`src/rtl/memu_pkg.sv`:
```
package memu_pkg;

    typedef enum logic [1:0] {
        RGN_BOOT    = 2'd0,
        RGN_TABLE   = 2'd1,
        RGN_SCRATCH = 2'd2
    } region_e;

    typedef enum logic [1:0] {
        CMD_IDLE  = 2'd0,
        CMD_READ  = 2'd1,
        CMD_WRITE = 2'd2,
        CMD_CLASH = 2'd3
    } cmd_e;

    typedef enum logic {
        ST_CLEAN = 1'b0,
        ST_FAULT = 1'b1
    } guard_state_e;

    function automatic cmd_e classify_cmd(input logic rd, input logic wr);
        cmd_e c;
        unique case ({rd, wr})
            2'b00:   c = CMD_IDLE;
            2'b10:   c = CMD_READ;
            2'b01:   c = CMD_WRITE;
            default: c = CMD_CLASH;
        endcase
        return c;
    endfunction

endpackage

```
`src/rtl/memu_addr_decoder.sv`:
```
module memu_addr_decoder
    import memu_pkg::*;
#(
    parameter int PAGE_AW = 3
) (
    input  logic [PAGE_AW+1:0] addr,
    output region_e            region,
    output logic [PAGE_AW:0]   offset
);
    localparam int MSB = PAGE_AW + 1;

    always_comb begin
        offset = addr[PAGE_AW:0];
        unique case ({addr[MSB], addr[MSB-1]})
            2'b00, 2'b01: region = RGN_BOOT;
            2'b10:        region = RGN_TABLE;
            default:      region = RGN_SCRATCH;
        endcase
    end
endmodule

```
`src/rtl/memu_rom_bank.sv`:
```
module memu_rom_bank #(
    parameter int AW     = 3,
    parameter int DATA_W = 8,
    parameter logic [(2**AW)*DATA_W-1:0] IMAGE = '0
) (
    input  logic [AW-1:0]     idx,
    output logic [DATA_W-1:0] word
);
    localparam int DEPTH = 2 ** AW;

    logic [DATA_W-1:0] cells [DEPTH];

    for (genvar g = 0; g < DEPTH; g++) begin : g_cell
        assign cells[g] = IMAGE[g*DATA_W +: DATA_W];
    end

    assign word = cells[idx];
endmodule

```
`src/rtl/memu_ram_bank.sv`:
```
module memu_ram_bank #(
    parameter int AW     = 3,
    parameter int DATA_W = 8
) (
    input  logic              clk,
    input  logic              rst_n,
    input  logic              we,
    input  logic [AW-1:0]     idx,
    input  logic [DATA_W-1:0] wdata,
    output logic [DATA_W-1:0] rdata
);
    localparam int DEPTH = 2 ** AW;

    logic [DATA_W-1:0] cells [DEPTH];

    always_ff @(posedge clk) begin
        if (!rst_n) begin
            for (int i = 0; i < DEPTH; i++) begin
                cells[i] <= '0;
            end
        end else if (we) begin
            cells[idx] <= wdata;
        end
    end

    assign rdata = cells[idx];
endmodule

```
`src/rtl/memu_write_guard.sv`:
```
module memu_write_guard
    import memu_pkg::*;
(
    input  logic clk,
    input  logic rst_n,
    input  logic rom_write,
    output logic fault
);
    guard_state_e state_q;
    guard_state_e state_d;

    always_ff @(posedge clk) begin
        if (!rst_n) begin
            state_q <= ST_CLEAN;
        end else begin
            state_q <= state_d;
        end
    end

    always_comb begin
        unique case (state_q)
            ST_CLEAN: state_d = rom_write ? ST_FAULT : ST_CLEAN;  // t_reject / t_hold
            ST_FAULT: state_d = rom_write ? ST_FAULT : ST_CLEAN;  // t_repeat / t_recover
            default:  state_d = ST_CLEAN;
        endcase
    end

    always_comb begin
        unique case (state_q)
            ST_CLEAN: fault = 1'b0;
            ST_FAULT: fault = 1'b1;
            default:  fault = 1'b0;
        endcase
    end
endmodule

```
`src/rtl/decoded_mem_unit.sv`:
```
module decoded_mem_unit
    import memu_pkg::*;
#(
    parameter int PAGE_AW = 3,
    parameter int DATA_W  = 8,
    parameter logic [(2**(PAGE_AW+1))*DATA_W-1:0] BOOT_IMAGE  = '0,
    parameter logic [(2**PAGE_AW)*DATA_W-1:0]     TABLE_IMAGE = '0
) (
    input  logic                clk,
    input  logic                rst_n,
    input  logic [PAGE_AW+1:0]  addr,
    input  logic                rd,
    input  logic                wr,
    input  logic [DATA_W-1:0]   wdata,
    output logic [DATA_W-1:0]   rdata,
    output logic                rdata_vld,
    output logic                wr_err
);
    localparam int BOOT_AW = PAGE_AW + 1;

    region_e            region;
    logic [BOOT_AW-1:0] offset;
    logic [DATA_W-1:0]  boot_word;
    logic [DATA_W-1:0]  table_word;
    logic [DATA_W-1:0]  scratch_word;
    logic [DATA_W-1:0]  sel_word;
    logic               ram_we;
    logic               rom_write;
    cmd_e               cmd;

    memu_addr_decoder #(.PAGE_AW(PAGE_AW)) u_dec (
        .addr   (addr),
        .region (region),
        .offset (offset)
    );

    memu_rom_bank #(.AW(BOOT_AW), .DATA_W(DATA_W), .IMAGE(BOOT_IMAGE)) u_boot (
        .idx  (offset),
        .word (boot_word)
    );

    memu_rom_bank #(.AW(PAGE_AW), .DATA_W(DATA_W), .IMAGE(TABLE_IMAGE)) u_table (
        .idx  (offset[PAGE_AW-1:0]),
        .word (table_word)
    );

    memu_ram_bank #(.AW(PAGE_AW), .DATA_W(DATA_W)) u_scratch (
        .clk   (clk),
        .rst_n (rst_n),
        .we    (ram_we),
        .idx   (offset[PAGE_AW-1:0]),
        .wdata (wdata),
        .rdata (scratch_word)
    );

    memu_write_guard u_guard (
        .clk       (clk),
        .rst_n     (rst_n),
        .rom_write (rom_write),
        .fault     (wr_err)
    );

    assign cmd       = classify_cmd(rd, wr);
    assign ram_we    = wr && (region == RGN_SCRATCH);
    assign rom_write = wr && (region != RGN_SCRATCH);

    always_comb begin
        unique case (region)
            RGN_BOOT:    sel_word = boot_word;
            RGN_TABLE:   sel_word = table_word;
            RGN_SCRATCH: sel_word = scratch_word;
            default:     sel_word = '0;
        endcase
    end

    always_comb begin
        unique case (cmd)
            CMD_READ: begin
                rdata     = sel_word;
                rdata_vld = 1'b1;
            end
            CMD_IDLE, CMD_WRITE, CMD_CLASH: begin
                rdata     = '0;
                rdata_vld = 1'b0;
            end
            default: begin
                rdata     = '0;
                rdata_vld = 1'b0;
            end
        endcase
    end
endmodule

```
`config.mk`:
```
export PLATFORM = sky130hd
export DESIGN_NAME = decoded_mem_unit
export DESIGN_NICKNAME = d
export VERILOG_FILES = /design/src/rtl/memu_pkg.sv /design/src/rtl/memu_addr_decoder.sv /design/src/rtl/memu_rom_bank.sv /design/src/rtl/memu_ram_bank.sv /design/src/rtl/memu_write_guard.sv /design/src/rtl/decoded_mem_unit.sv
export SDC_FILE = /design/constraint.sdc
export NUM_CORES = 1
export LEC_CHECK = 0
export ABC_AREA = 1
export BUFFER_PORTS_ARGS = -buffer_cell sky130_fd_sc_hd__buf_2
export CAP_MARGIN = 0
export CORE_ASPECT_RATIO = 0.6
export CORE_MARGIN = 2
export CORE_UTILIZATION = 55
export DETAILED_ROUTE_END_ITERATION = 10
export GPL_TIMING_DRIVEN = 0
export MAX_ROUTING_LAYER = met4
export PLACE_DENSITY = 0.74
export SYNTH_ARGS = -nofsm -noshare
export SYNTH_HDL_FRONTEND = slang
export SYNTH_SLANG_ARGS = --single-unit
export TNS_END_PERCENT = 50
```
`constraint.sdc`:
```
create_clock -name clk -period 2.35 [get_ports clk]
set_clock_uncertainty 0.2 [all_clocks]
set_input_delay 0.3525 -clock clk [delete_from_list [all_inputs] [get_ports clk]]
set_output_delay 0.3525 -clock clk [all_outputs]
set_load 0.02 [all_outputs]
```
==> Implementation_results.wiki <==
{| class="wikitable"
! Metric !! Value
|-
| Post-synth net total || 356
|-
| Number of global-route vias before repair || 2124
|-
| Vias per std cell || 5.35
|-
| Highest achievable clock rate || 0.453 GHz
|-
| Startpoint type of the worst setup path || input pin
|-
| Largest fanout on the critical path || 10
|-
| Max_cap viols || 0
|-
| Wire length of the first global-routing pass || 11500 microns
|-
| Share of final-layout standard cells stronger than drive strength 1 || 14.8%
|-
| Clock Sinks || 65
|-
| Min Tclk post-route || 2.21 ns
|-
| Number of failing setup endpoints in the final timing report || 0
|-
| Placed wire-length estimate after detailed placement || 5220 microns
|-
| Total detailed-routing wirelength || 7450 microns
|-
| Number of synthesis warnings || 0
|-
| Core Area || 5490 sq um
|-
| TritonCTS buffer count || 9
|-
| Post-route cell area || 3490 sq um
|-
| Post-synthesis cell count || 339
|-
| Final Hold Slack || 0.122 ns
|-
| Library cells used by synthesis || 17
|-
| Average size of a mapped cell || 9.13 sq um
|-
| Aggregate global-route resource usage || 26.4%
|-
| Clock slew at the register clock pins of the worst setup and hold paths || 0.06 ns
|-
| Area occupied by registers || 1940 sq um
|-
| Wire length per cell || 16.6 microns
|-
| Worst path arrival time || 1.65 ns
|-
| Max-slew violation count || 0
|-
| RSZ-0062 raised after global routing || no
|-
| Total power per unit cell area || 702 nW/um^2
|-
| Critical path endpoint category || primary output
|-
| Maximum number of buffers from clock root to sink || 2
|-
| Area of combinational cells with multiple inputs || 1030 sq um
|-
| Area delta synth->final || 12.8%
|-
| Pin count of the biggest net entering global routing || 11
|-
| Flop and latch count out of synthesis || 65
|-
| Cell Count Post-Placement || 432
|-
| Pleak || 1.57 nW
|-
| Final net count || 391
|-
| Max transition margin || 62.0%
|-
| Number of routed nets with antenna violations || 0
|-
| Top-level port count || 27
|-
| Root buffer cell || clkbuf_8
|-
| 1st-iter DRT viols || 320
|-
| Post-route DRC || 0
|-
| Clock tree from TritonCTS || yes
|-
| H-tree level count || 3
|-
| Share of the synthesized area in the top cell type || 62.1%
|-
| Initial cell density of the core || 56.4%
|-
| Total via count after detailed routing || 2398
|-
| Final GP Congestion || 0.977
|-
| Transition at the pin with the smallest max-transition slack || 0.568 ns
|-
| Final hold violations || 0
|-
| Chip width || 101 microns
|-
| Die outline area || 6270 sq um
|-
| Final worst-path cycle share || 93.9%
|-
| Port Buf Inserts || 24
|-
| Worst hold-check path type || in2reg
|-
| Height of the die || 62.1 microns
|-
| Dpl cell area || 3300 sq um
|-
| Antenna diode count || 0
|-
| Biggest area consumer among synthesized cells || edfxtp_1
|-
| Number of fillers in the final layout || 476
|-
| Count of non-filler cells in the finished layout || 448
|-
| Post-Syn Area || 3100 sq um
|-
| Synth top area cells || edfxtp_1, nand2_1, nor2_1, inv_1, nand4_1
|-
| Status || finished, final reports clean
|-
| Peak VDD IR || 0.000452 V
|-
| Antenna violations before repair || 0
|-
| Placement row count || 21
|-
| Sequential-to-total area share from yosys stat || 62.7%
|-
| DR pass1 iterations || 5
|-
| WP data required || 1.80 ns
|-
| Type of the setup path with the least slack || in2out
|-
| GR Overflow Total || 0
|}
power by group:
group | internal, mW | switching, mW | total (mW)
logic | 0.0587 | 0.167 | 0.226
clock network | 0.472 | 0.403 | 0.875
registers | 1.33 | 0.0163 | 1.35
total | 1.86 | 0.587 | 2.45
synthesized netlist by cell type (all sizes together):
cell type,number
nand3,9
buf,8
a21oi,8
inv,15
clkinv,1
nand2,139
nor2,73
nand4,13
dfxtp,1
edfxtp,64
nor3,2
clkbuf,6
flip-flops by register name, summed over array words and instances (netlist names):
name / count
u_scratch.cells: 64
u_guard.state_q: 1
metrics by stage:
step           total power [mW]  TNS, ns  setup slack, ns  utilization (%)
2_1_floorplan              1.51        0            0.387                -
3_3_place_gp               1.59        0           0.0212             60.2
3_5_place_dp               1.60   -0.376          -0.0304             60.2
4_1_cts                    2.45        0           0.0117             63.5
5_1_grt                    2.54        0           0.0103             63.6
6_report                   2.45        0            0.143             63.6
logic make-up after synthesis:
logic type	count (synthesis)	synth area share, %
and+or+nand+nor	236	31.9
DFF	65	62.7
AOI/OAI and AO/OA	8	1.29
buffers and inverters	30	4.08
path summary, 6_finish.rpt:
path                 from              end  slack, ns  depth (start not counted)
setup / recovery  addr[1]         rdata[4]       0.14                          8
hold / removal         wr  u_guard.state_q       0.12                          3
what timing repair did:
item                                    CTS  global route
hold buffers                              0             0
pin swaps                                 0             0
endpoints found under the setup margin    1             8
setup buffers                             0             0
gates resized for setup                   1             7
metal layers:
layer  vias up  GRT usage, %  share of wire (%)
met1      1103          41.3                 48
met5         -             -                  0
li1       1180             -                  -
met2       104          33.5                 41
met4         0          5.48               0.98
met3        11          8.56                 10
area by class of cell:
cell class,instances,share of cell area [%]
Clock buffer,16,5.16
Sequential cell,65,55.6
Inverter,16,1.72
Buffer,14,2.15
Multi-Input combinational cell,244,29.5
Tap cell,69,2.47
Timing Repair Buffer,24,3.44
critical path: stages:
cell,delay (ns)
buf_2,0.16
inv_1,0.12
clkbuf_1,0.37
nand2_1,0.12
nand2_1,0.10
nand2_1,0.07
a21oi_1,0.17
buf_2,0.19
cell usage in the layout (no fill, tap or decap):
cell,Yosys,layout
buf_2,5,28
dfxtp_1,1,1
buf_6,1,1
nand3_1,5,5
clkbuf_8,0,12
clkbuf_2,0,5
nor2_1,73,73
nand4_1,9,9
nand3_2,4,4
clkinv_1,1,1
clkbuf_1,6,7
nor3_1,1,1
nor3_4,1,1
a21oi_1,8,8
edfxtp_1,64,64
nand4_2,4,4
nand2_1,139,139
clkbuf_4,0,1
inv_1,15,15
Power figures use the tool's default switching activity.
